File: config.mk
export PLATFORM = sky130hd
export DESIGN_NAME = assoc_cache
export DESIGN_NICKNAME = d
export VERILOG_FILES = /design/src/rtl/assoc_cache_pkg.sv /design/src/rtl/assoc_cache_store.sv /design/src/rtl/assoc_cache_ctrl.sv /design/src/rtl/assoc_cache_counters.sv /design/src/rtl/assoc_cache.sv
export SDC_FILE = /design/constraint.sdc
export NUM_CORES = 1
export LEC_CHECK = 0
export BUFFER_PORTS_ARGS = -buffer_cell sky130_fd_sc_hd__buf_2
export CAP_MARGIN = 20
export CORE_ASPECT_RATIO = 0.7
export CORE_MARGIN = 2
export CORE_UTILIZATION = 55
export DETAILED_ROUTE_END_ITERATION = 10
export GPL_TIMING_DRIVEN = 0
export HOLD_SLACK_MARGIN = 0.08
export PLACE_DENSITY = 0.84
export RECOVER_POWER = 100
export SLEW_MARGIN = 10
export SYNTH_ARGS = -nofsm -noshare
export SYNTH_HDL_FRONTEND = slang
export SYNTH_SLANG_ARGS = --single-unit
export TNS_END_PERCENT = 5
File: constraint.sdc
create_clock -name clk_i -period 5.63 [get_ports clk_i]
set_input_delay 1.4075 -clock clk_i [delete_from_list [all_inputs] [get_ports clk_i]]
set_output_delay 1.4075 -clock clk_i [all_outputs]
set_load 0.01 [all_outputs]
File: src/rtl/assoc_cache_pkg.sv
package assoc_cache_pkg;
  typedef enum logic [2:0] {
    ST_IDLE,
    ST_LOOKUP,
    ST_EVICT,
    ST_FILL,
    ST_APPLY,
    ST_THRU,
    ST_DONE
  } seq_state_e;
endpackage

File: src/rtl/assoc_cache_store.sv
module assoc_cache_store #(
  parameter int NUM_LINES = 2,
  parameter int TAG_W     = 3,
  parameter int OFFS_W    = 1,
  parameter int DATA_W    = 8,
  parameter int IDX_W     = 1
) (
  input  logic              clk_i,
  input  logic              rst_ni,
  input  logic [TAG_W-1:0]  lk_tag_i,
  output logic              hit_o,
  output logic [IDX_W-1:0]  hit_idx_o,
  output logic [IDX_W-1:0]  victim_idx_o,
  output logic              victim_valid_o,
  output logic              victim_dirty_o,
  output logic [TAG_W-1:0]  victim_tag_o,
  input  logic              wr_en_i,
  input  logic [IDX_W-1:0]  wr_idx_i,
  input  logic [OFFS_W-1:0] wr_offs_i,
  input  logic [DATA_W-1:0] wr_data_i,
  input  logic              wr_dirty_i,
  input  logic              install_en_i,
  input  logic [TAG_W-1:0]  install_tag_i,
  input  logic              touch_en_i,
  input  logic [IDX_W-1:0]  touch_idx_i,
  input  logic [IDX_W-1:0]  rd_idx_i,
  input  logic [OFFS_W-1:0] rd_offs_i,
  output logic [DATA_W-1:0] rd_data_o
);
  localparam int BLK_BYTES = 1 << OFFS_W;
  localparam logic [IDX_W-1:0] OLDEST = IDX_W'(NUM_LINES - 1);

  logic [NUM_LINES-1:0] valid_q, dirty_q, hit_vec;
  logic [TAG_W-1:0]     tag_q  [NUM_LINES];
  logic [IDX_W-1:0]     age_q  [NUM_LINES];
  logic [DATA_W-1:0]    data_q [NUM_LINES][BLK_BYTES];

  for (genvar g = 0; g < NUM_LINES; g++) begin : g_line
    assign hit_vec[g] = valid_q[g] && (tag_q[g] == lk_tag_i);


    dirty_valid_chk: assert property (@(posedge clk_i) disable iff (!rst_ni)
      dirty_q[g] |-> valid_q[g]);
  end

  assign hit_o = |hit_vec;

  always_comb begin
    hit_idx_o = '0;
    for (int i = 0; i < NUM_LINES; i++)
      if (hit_vec[i]) hit_idx_o = IDX_W'(i);
  end

  // invalid line first (lowest index), else the oldest
  always_comb begin
    logic found;
    found        = 1'b0;
    victim_idx_o = '0;
    for (int i = 0; i < NUM_LINES; i++)
      if (!found && !valid_q[i]) begin
        victim_idx_o = IDX_W'(i);
        found        = 1'b1;
      end
    if (!found)
      for (int i = 0; i < NUM_LINES; i++)
        if (age_q[i] == OLDEST) victim_idx_o = IDX_W'(i);
  end

  assign victim_valid_o = valid_q[victim_idx_o];
  assign victim_dirty_o = dirty_q[victim_idx_o];
  assign victim_tag_o   = tag_q[victim_idx_o];
  assign rd_data_o      = data_q[rd_idx_i][rd_offs_i];

  always_ff @(posedge clk_i or negedge rst_ni) begin
    if (!rst_ni) begin
      valid_q <= '0;
      dirty_q <= '0;
      for (int i = 0; i < NUM_LINES; i++) begin
        tag_q[i] <= '0;
        age_q[i] <= IDX_W'(i);
        for (int b = 0; b < BLK_BYTES; b++) data_q[i][b] <= '0;
      end
    end else begin
      if (install_en_i) begin
        tag_q[wr_idx_i]   <= install_tag_i;
        valid_q[wr_idx_i] <= 1'b1;
        dirty_q[wr_idx_i] <= 1'b0;
      end
      if (wr_en_i) begin
        data_q[wr_idx_i][wr_offs_i] <= wr_data_i;
        if (wr_dirty_i) dirty_q[wr_idx_i] <= 1'b1;
      end
      if (touch_en_i)
        for (int i = 0; i < NUM_LINES; i++) begin
          if (IDX_W'(i) == touch_idx_i)             age_q[i] <= '0;
          else if (age_q[i] < age_q[touch_idx_i])   age_q[i] <= age_q[i] + 1'b1;
        end
    end
  end


  hit_onehot_chk: assert property (@(posedge clk_i) disable iff (!rst_ni)
    $onehot0(hit_vec));
endmodule

File: src/rtl/assoc_cache_ctrl.sv
module assoc_cache_ctrl
  import assoc_cache_pkg::*;
#(
  parameter int ADDR_W     = 4,
  parameter int OFFS_W     = 1,
  parameter int DATA_W     = 8,
  parameter int IDX_W      = 1,
  parameter bit WRITE_BACK = 1'b0,
  localparam int TAG_W     = ADDR_W - OFFS_W
) (
  input  logic              clk_i,
  input  logic              rst_ni,
  input  logic              req_valid_i,
  input  logic              req_write_i,
  input  logic [ADDR_W-1:0] req_addr_i,
  input  logic [DATA_W-1:0] req_wdata_i,
  output logic              req_ready_o,
  output logic              rsp_valid_o,
  output logic              rsp_hit_o,
  output logic [DATA_W-1:0] rsp_rdata_o,
  output logic [TAG_W-1:0]  lk_tag_o,
  input  logic              hit_i,
  input  logic [IDX_W-1:0]  hit_idx_i,
  input  logic [IDX_W-1:0]  victim_idx_i,
  input  logic              victim_valid_i,
  input  logic              victim_dirty_i,
  input  logic [TAG_W-1:0]  victim_tag_i,
  output logic              wr_en_o,
  output logic [IDX_W-1:0]  wr_idx_o,
  output logic [OFFS_W-1:0] wr_offs_o,
  output logic [DATA_W-1:0] wr_data_o,
  output logic              wr_dirty_o,
  output logic              install_en_o,
  output logic [TAG_W-1:0]  install_tag_o,
  output logic              touch_en_o,
  output logic [IDX_W-1:0]  touch_idx_o,
  output logic [IDX_W-1:0]  rd_idx_o,
  output logic [OFFS_W-1:0] rd_offs_o,
  input  logic [DATA_W-1:0] rd_data_i,
  output logic              mem_req_o,
  output logic              mem_we_o,
  output logic [ADDR_W-1:0] mem_addr_o,
  output logic [DATA_W-1:0] mem_wdata_o,
  input  logic              mem_ack_i,
  input  logic [DATA_W-1:0] mem_rdata_i
);
  localparam logic [OFFS_W-1:0] LAST_OFFS = '1;

  seq_state_e        state_q, state_d;
  logic              we_q, hit_q;
  logic [ADDR_W-1:0] addr_q;
  logic [DATA_W-1:0] wdata_q;
  logic [IDX_W-1:0]  line_q;
  logic [TAG_W-1:0]  vtag_q;
  logic [OFFS_W-1:0] cnt_q;
  logic [OFFS_W-1:0] offs;
  logic              after_store;

  assign lk_tag_o      = addr_q[ADDR_W-1:OFFS_W];
  assign offs          = addr_q[OFFS_W-1:0];
  assign install_tag_o = lk_tag_o;
  assign wr_dirty_o    = wr_en_o && WRITE_BACK && (state_q != ST_FILL);
  assign after_store   = we_q && !WRITE_BACK;
  assign rsp_hit_o     = rsp_valid_o && hit_q;
  assign rsp_rdata_o   = rsp_valid_o ? rd_data_i : '0;

  always_comb begin
    state_d      = state_q;
    req_ready_o  = 1'b0;
    rsp_valid_o  = 1'b0;
    wr_en_o      = 1'b0;
    wr_idx_o     = line_q;
    wr_offs_o    = offs;
    wr_data_o    = wdata_q;
    install_en_o = 1'b0;
    touch_en_o   = 1'b0;
    touch_idx_o  = line_q;
    rd_idx_o     = line_q;
    rd_offs_o    = offs;
    mem_req_o    = 1'b0;
    mem_we_o     = 1'b0;
    mem_addr_o   = addr_q;
    mem_wdata_o  = wdata_q;
    unique case (state_q)
      ST_IDLE: begin
        req_ready_o = 1'b1;
        if (req_valid_i) state_d = ST_LOOKUP;
      end
      ST_LOOKUP: begin
        if (hit_i) begin
          touch_en_o  = 1'b1;
          touch_idx_o = hit_idx_i;
          wr_en_o     = we_q;
          wr_idx_o    = hit_idx_i;
          state_d     = after_store ? ST_THRU : ST_DONE;
        end else begin
          state_d = (WRITE_BACK && victim_valid_i && victim_dirty_i) ? ST_EVICT : ST_FILL;
        end
      end
      ST_EVICT: begin
        mem_req_o   = 1'b1;
        mem_we_o    = 1'b1;
        mem_addr_o  = {vtag_q, cnt_q};
        rd_offs_o   = cnt_q;
        mem_wdata_o = rd_data_i;
        if (mem_ack_i && cnt_q == LAST_OFFS) state_d = ST_FILL;
      end
      ST_FILL: begin
        mem_req_o  = 1'b1;
        mem_addr_o = {lk_tag_o, cnt_q};
        if (mem_ack_i) begin
          wr_en_o   = 1'b1;
          wr_offs_o = cnt_q;
          wr_data_o = mem_rdata_i;
          if (cnt_q == LAST_OFFS) begin
            install_en_o = 1'b1;
            touch_en_o   = 1'b1;
            state_d      = ST_APPLY;
          end
        end
      end
      ST_APPLY: begin
        wr_en_o = we_q;
        state_d = after_store ? ST_THRU : ST_DONE;
      end
      ST_THRU: begin
        mem_req_o = 1'b1;
        mem_we_o  = 1'b1;
        if (mem_ack_i) state_d = ST_DONE;
      end
      ST_DONE: begin
        rsp_valid_o = 1'b1;
        state_d     = ST_IDLE;
      end
      default: state_d = ST_IDLE;
    endcase
  end

  always_ff @(posedge clk_i or negedge rst_ni) begin
    if (!rst_ni) begin
      state_q <= ST_IDLE;
      we_q    <= 1'b0;
      hit_q   <= 1'b0;
      addr_q  <= '0;
      wdata_q <= '0;
      line_q  <= '0;
      vtag_q  <= '0;
      cnt_q   <= '0;
    end else begin
      state_q <= state_d;
      if (state_q == ST_IDLE && req_valid_i) begin
        we_q    <= req_write_i;
        addr_q  <= req_addr_i;
        wdata_q <= req_wdata_i;
      end
      if (state_q == ST_LOOKUP) begin
        hit_q  <= hit_i;
        line_q <= hit_i ? hit_idx_i : victim_idx_i;
        vtag_q <= victim_tag_i;
        cnt_q  <= '0;
      end
      if ((state_q == ST_EVICT || state_q == ST_FILL) && mem_ack_i)
        cnt_q <= (cnt_q == LAST_OFFS) ? '0 : cnt_q + 1'b1;
    end
  end


  rsp_pulse_chk: assert property (@(posedge clk_i) disable iff (!rst_ni)
    rsp_valid_o |=> !rsp_valid_o);


  busy_rsp_chk: assert property (@(posedge clk_i) disable iff (!rst_ni)
    rsp_valid_o |-> !req_ready_o);


  mem_hold_chk: assert property (@(posedge clk_i) disable iff (!rst_ni)
    (mem_req_o && !mem_ack_i) |=> (mem_req_o && $stable(mem_addr_o) && $stable(mem_we_o)));
endmodule

File: src/rtl/assoc_cache_counters.sv
module assoc_cache_counters #(
  parameter int CNT_W = 16
) (
  input  logic             clk_i,
  input  logic             rst_ni,
  input  logic             done_i,
  input  logic             hit_i,
  output logic [CNT_W-1:0] hit_count_o,
  output logic [CNT_W-1:0] miss_count_o
);
  always_ff @(posedge clk_i or negedge rst_ni) begin
    if (!rst_ni) begin
      hit_count_o  <= '0;
      miss_count_o <= '0;
    end else if (done_i) begin
      if (hit_i) hit_count_o  <= hit_count_o + 1'b1;
      else       miss_count_o <= miss_count_o + 1'b1;
    end
  end
endmodule

File: src/rtl/assoc_cache.sv
module assoc_cache #(
  parameter int NUM_LINES  = 2,
  parameter int ADDR_W     = 4,
  parameter int OFFS_W     = 1,
  parameter int DATA_W     = 8,
  parameter int CNT_W      = 16,
  parameter bit WRITE_BACK = 1'b0
) (
  input  logic              clk_i,
  input  logic              rst_ni,
  input  logic              req_valid_i,
  input  logic              req_write_i,
  input  logic [ADDR_W-1:0] req_addr_i,
  input  logic [DATA_W-1:0] req_wdata_i,
  output logic              req_ready_o,
  output logic              rsp_valid_o,
  output logic              rsp_hit_o,
  output logic [DATA_W-1:0] rsp_rdata_o,
  output logic [CNT_W-1:0]  hit_count_o,
  output logic [CNT_W-1:0]  miss_count_o,
  output logic              mem_req_o,
  output logic              mem_we_o,
  output logic [ADDR_W-1:0] mem_addr_o,
  output logic [DATA_W-1:0] mem_wdata_o,
  input  logic              mem_ack_i,
  input  logic [DATA_W-1:0] mem_rdata_i
);
  localparam int TAG_W = ADDR_W - OFFS_W;
  localparam int IDX_W = (NUM_LINES > 1) ? $clog2(NUM_LINES) : 1;

  logic [TAG_W-1:0]  lk_tag, victim_tag, install_tag;
  logic              hit, victim_valid, victim_dirty;
  logic [IDX_W-1:0]  hit_idx, victim_idx, wr_idx, touch_idx, rd_idx;
  logic              wr_en, wr_dirty, install_en, touch_en;
  logic [OFFS_W-1:0] wr_offs, rd_offs;
  logic [DATA_W-1:0] wr_data, rd_data;

  assoc_cache_store #(
    .NUM_LINES(NUM_LINES), .TAG_W(TAG_W), .OFFS_W(OFFS_W),
    .DATA_W(DATA_W), .IDX_W(IDX_W)
  ) i_store (
    .clk_i, .rst_ni,
    .lk_tag_i(lk_tag), .hit_o(hit), .hit_idx_o(hit_idx),
    .victim_idx_o(victim_idx), .victim_valid_o(victim_valid),
    .victim_dirty_o(victim_dirty), .victim_tag_o(victim_tag),
    .wr_en_i(wr_en), .wr_idx_i(wr_idx), .wr_offs_i(wr_offs),
    .wr_data_i(wr_data), .wr_dirty_i(wr_dirty),
    .install_en_i(install_en), .install_tag_i(install_tag),
    .touch_en_i(touch_en), .touch_idx_i(touch_idx),
    .rd_idx_i(rd_idx), .rd_offs_i(rd_offs), .rd_data_o(rd_data)
  );

  assoc_cache_ctrl #(
    .ADDR_W(ADDR_W), .OFFS_W(OFFS_W), .DATA_W(DATA_W),
    .IDX_W(IDX_W), .WRITE_BACK(WRITE_BACK)
  ) i_ctrl (
    .clk_i, .rst_ni,
    .req_valid_i, .req_write_i, .req_addr_i, .req_wdata_i,
    .req_ready_o, .rsp_valid_o, .rsp_hit_o, .rsp_rdata_o,
    .lk_tag_o(lk_tag), .hit_i(hit), .hit_idx_i(hit_idx),
    .victim_idx_i(victim_idx), .victim_valid_i(victim_valid),
    .victim_dirty_i(victim_dirty), .victim_tag_i(victim_tag),
    .wr_en_o(wr_en), .wr_idx_o(wr_idx), .wr_offs_o(wr_offs),
    .wr_data_o(wr_data), .wr_dirty_o(wr_dirty),
    .install_en_o(install_en), .install_tag_o(install_tag),
    .touch_en_o(touch_en), .touch_idx_o(touch_idx),
    .rd_idx_o(rd_idx), .rd_offs_o(rd_offs), .rd_data_i(rd_data),
    .mem_req_o, .mem_we_o, .mem_addr_o, .mem_wdata_o,
    .mem_ack_i, .mem_rdata_i
  );

  assoc_cache_counters #(.CNT_W(CNT_W)) i_counters (
    .clk_i, .rst_ni,
    .done_i(rsp_valid_o), .hit_i(rsp_hit_o),
    .hit_count_o, .miss_count_o
  );

  logic [CNT_W:0] count_sum;
  assign count_sum = {1'b0, hit_count_o} + {1'b0, miss_count_o};


  count_step_chk: assert property (@(posedge clk_i) disable iff (!rst_ni)
    rsp_valid_o |=> count_sum == $past(count_sum) + 1'b1);
endmodule

==> results.json <==
{
  "cts_max_level": 3,
  "whs_ns": 0.4692,
  "synth_simple_gate_area_share_pct": 12.60,
  "most_frequent_cells_after_synthesis": "dfrtp_1, mux2_2, nand2_1",
  "synth.area.mux_share_pct": 21.84,
  "critPathBufInv": 2,
  "first_global_vias": 3273,
  "timing.final.crit_share_pct": 79.35,
  "combinational_family_with_the_most_area_after_synthesis": "multiplexers",
  "tightestPinTransition_ns": 2.511,
  "detail_route.vias_per_cell": 5.736,
  "io_pins": 82,
  "detail_route.wirelength_um": 10570,
  "floorplan.rows": 28,
  "die_width_um": 114.7,
  "layout-drive-gt1-share_pct": 27.60,
  "timing.setup.critical_path_class": "reg2out",
  "timing.critical_path.to_type": "output port",
  "detailed_place.area_mm2": 0.005283,
  "io_buffers": 81,
  "max_ir_drop_vdd_uv": 359.3,
  "floorplan.core_area_mm2": 0.008373,
  "synth-edff-count": 0,
  "finalWeightedCongestion": 0.8069,
  "post-place-cells": 559,
  "adder_and_majority_gate_portion_of_the_synthesized_area_pct": 0.5306,
  "critPathArrivalTime_ns": 3.06,
  "grt.total_usage_pct": 24.07,
  "cp_num_cells": 7,
  "grt_max_degree": 51,
  "layout.cells.non_filler": 576,
  "timing_hold_violations_final": 0,
  "remaining_drc_errors": 0,
  "ctsRootBufferMaster": "clkbuf_16",
  "finClkSkew_ns": 0.007882,
  "final_design_area_no_fill_mm2": 0.005423,
  "cts_buffers": 9,
  "wl_per_cell_um": 18.35,
  "min_delay_path_depth": 1,
  "synth_sequential_area_ratio_pct": 50.97,
  "share_of_the_synthesized_area_in_compound_gates_ao_oa_aoi_oai_pct": 5.864,
  "synthesis.yosys.warnings": 0,
  "rsz0062_at_grt": "false",
  "tritoncts_num_sinks": 96,
  "leakagePower_nw": 2.404,
  "dp_hpwl_um": 7166,
  "detail_route.first_pass.iterations": 4,
  "timing.setup.tns_ns": 0,
  "setup_violations": 0,
  "cts_setup_buffers": 0,
  "synth_most_common_cell": "dfrtp_1",
  "path_cells": "nand2b_1 > nor2_1 > mux2i_1 > clkbuf_1 > mux4_2 > mux2_2 > clkbuf_1",
  "netlist_area_before_placement_mm2": 0.004716,
  "ant_nets": 0,
  "post_cts_resized": 0,
  "status": "finished, violations left",
  "critPathMaxStageDelay_ns": 0.45,
  "slew_headroom_pct": -67.38,
  "post_synth.cell_area_avg_um2": 12.68,
  "synth_nets": 399,
  "initial_core_util_pct": 56.32,
  "async_flop_share_pct": 100.0,
  "failed_checks": "max-capacitance violations, max-slew violations",
  "power_density_cells_mw_per_mm2": 531.2,
  "reg2reg_depth": 5,
  "number_of_antenna_violations_at_the_first_check_in_global_routing": 0,
  "synth_seq_cells": 96,
  "synth.top_cell.area_share_pct": 50.41,
  "area_of_the_die_mm2": 0.009343,
  "worst_path_max_delay_cell": "mux2i_1",
  "worst_setup_hold_path_clk_slew_ns": 0.06,
  "drv_slew": 48,
  "cts_tree": "done",
  "synthXorXnorAreaFrac_pct": 6.686,
  "synth.area.top_cells": "dfrtp_1, mux2_2, xnor2_1",
  "dr_total_vias": 3304,
  "drv.max_cap_violation_count": 1,
  "critical_path.max_fanout": 6,
  "design.final.nets": 493,
  "fmax_mhz": 223.8,
  "yosys_most_used_dff": "dfrtp_1",
  "worst_setup_sp_type": "flip-flop",
  "clock_latency_on_the_worst_skew_pair_ns": 0.35,
  "grt_first_pass_wirelength_um": 16890,
  "die_h_um": 81.47,
  "syn-instance-count": 372,
  "number_of_hold_buffers_added_after_cts": 0,
  "critPathRequiredTime_ns": 4.22,
  "syn2layout_area_growth_pct": 14.99,
  "critical-path-top-cell-by-count": "clkbuf_1",
  "dr.first_iter.drc_count": 257,
  "overflow": 0,
  "timing.hold.worst.class": "reg2reg",
  "cpLargestDelayFamily": "multiplexers",
  "netlist.top_cell.by_area": "dfrtp_1",
  "minimum_period_implied_by_the_final_worst_setup_slack_ns": 4.467,
  "clock_tree.buffer_depth": 2,
  "num_antenna_cells": 0,
  "n_fill_cell": 651,
  "post_synth_num_cell_types": 51
}
-- layout by cell type (no fill, tap or decap), types with 4 or more instances in the layout --
cell	Yosys	final
dfrtp_1	95	95
mux2_2	68	68
clkbuf_1	3	66
nand2_1	29	29
buf_2	6	28
xnor2_1	24	24
nor2_1	18	18
nand3_1	13	13
xor2_1	12	12
o21ai_0	11	11
nand4_1	9	9
clkbuf_16	0	9
mux4_2	8	8
a21oi_1	6	8
and2_1	10	7
mux2i_1	5	5
nor2b_1	5	5
or2_2	4	4
-- report_power, final --
group	switching [mW]	total, mW	internal, mW	leakage (nW)
registers	0.183	1.10	0.917	1.23
logic	0.588	1.13	0.541	1.02
clock network	0.262	0.651	0.390	0.154
-- area by class of cell --
cell class	count	area, um2	share of cell area [%]
Inverter	3	11.26	0.2077
Clock buffer	11	232.7	4.292
Timing Repair Buffer	83	347.8	6.414
Buffer	12	52.55	0.9691
Sequential cell	96	2404	44.32
Multi-Input combinational cell	261	2165	39.92
Tap cell	105	131.4	2.423
Clock inverter	5	78.83	1.454
-- state kept, by name, summed over array words and instances, names as in the netlist, 3 cells and up --
signal and count:
i_store.data_q 32, i_counters.hit_count_o 16, i_counters.miss_count_o 16, i_ctrl.wdata_q 8, i_store.tag_q 6, i_ctrl.addr_q 4, i_ctrl.state_q 3, i_ctrl.vtag_q 3
-- through the flow --
stage | util [%] | power [mW] | setup WS, ns
detailed placement | 63.09 | 2.289 | 1.471
floorplan | - | 1.933 | 2.172
CTS | 66.81 | 2.961 | 1.059
global route | 64.76 | 3.052 | 0.8332
global placement | 62.73 | 2.221 | 1.541
finish | 64.76 | 2.880 | 1.163
-- cell families (layout without fill, tap and decap cells) --
logic type | count (synthesis) | count (layout)
adders and majority gates | 2 | 2
DFF | 96 | 96
xor gates and xnor gates | 36 | 36
muxes | 84 | 84
and+or+nand+nor | 107 | 107
AOI/OAI and AO/OA | 32 | 32
buffers and inverters | 15 | 114
-- worst paths after layout --
check	startpoint	endpoint	slack (ns)
worst max-delay path	i_ctrl.state_q[2]	mem_wdata_o[4]	1.16
worst min-delay path	i_counters.miss_count_o[15]	i_counters.miss_count_o[15]	0.47
worst max register to register	i_ctrl.addr_q[1]	i_store.data_q[4]	2.01
worst min register to register	i_counters.miss_count_o[15]	i_counters.miss_count_o[15]	0.47
max in group asynchronous	rst_ni	i_store.data_q[5]	1.51
min in group asynchronous	rst_ni	i_counters.miss_count_o[11]	1.83
-- layer usage --
layer | vias to the layer above | global-route usage [%] | routed length [um]
li1 | 1520 | - | -
met1 | 1665 | 33.15 | 4839
met2 | 102 | 37.16 | 5004
met3 | 17 | 6.863 | 545
met4 | 0 | 8.171 | 178
met5 | - | 0 | 0
Note: power is estimated with default switching activity, not from simulation.
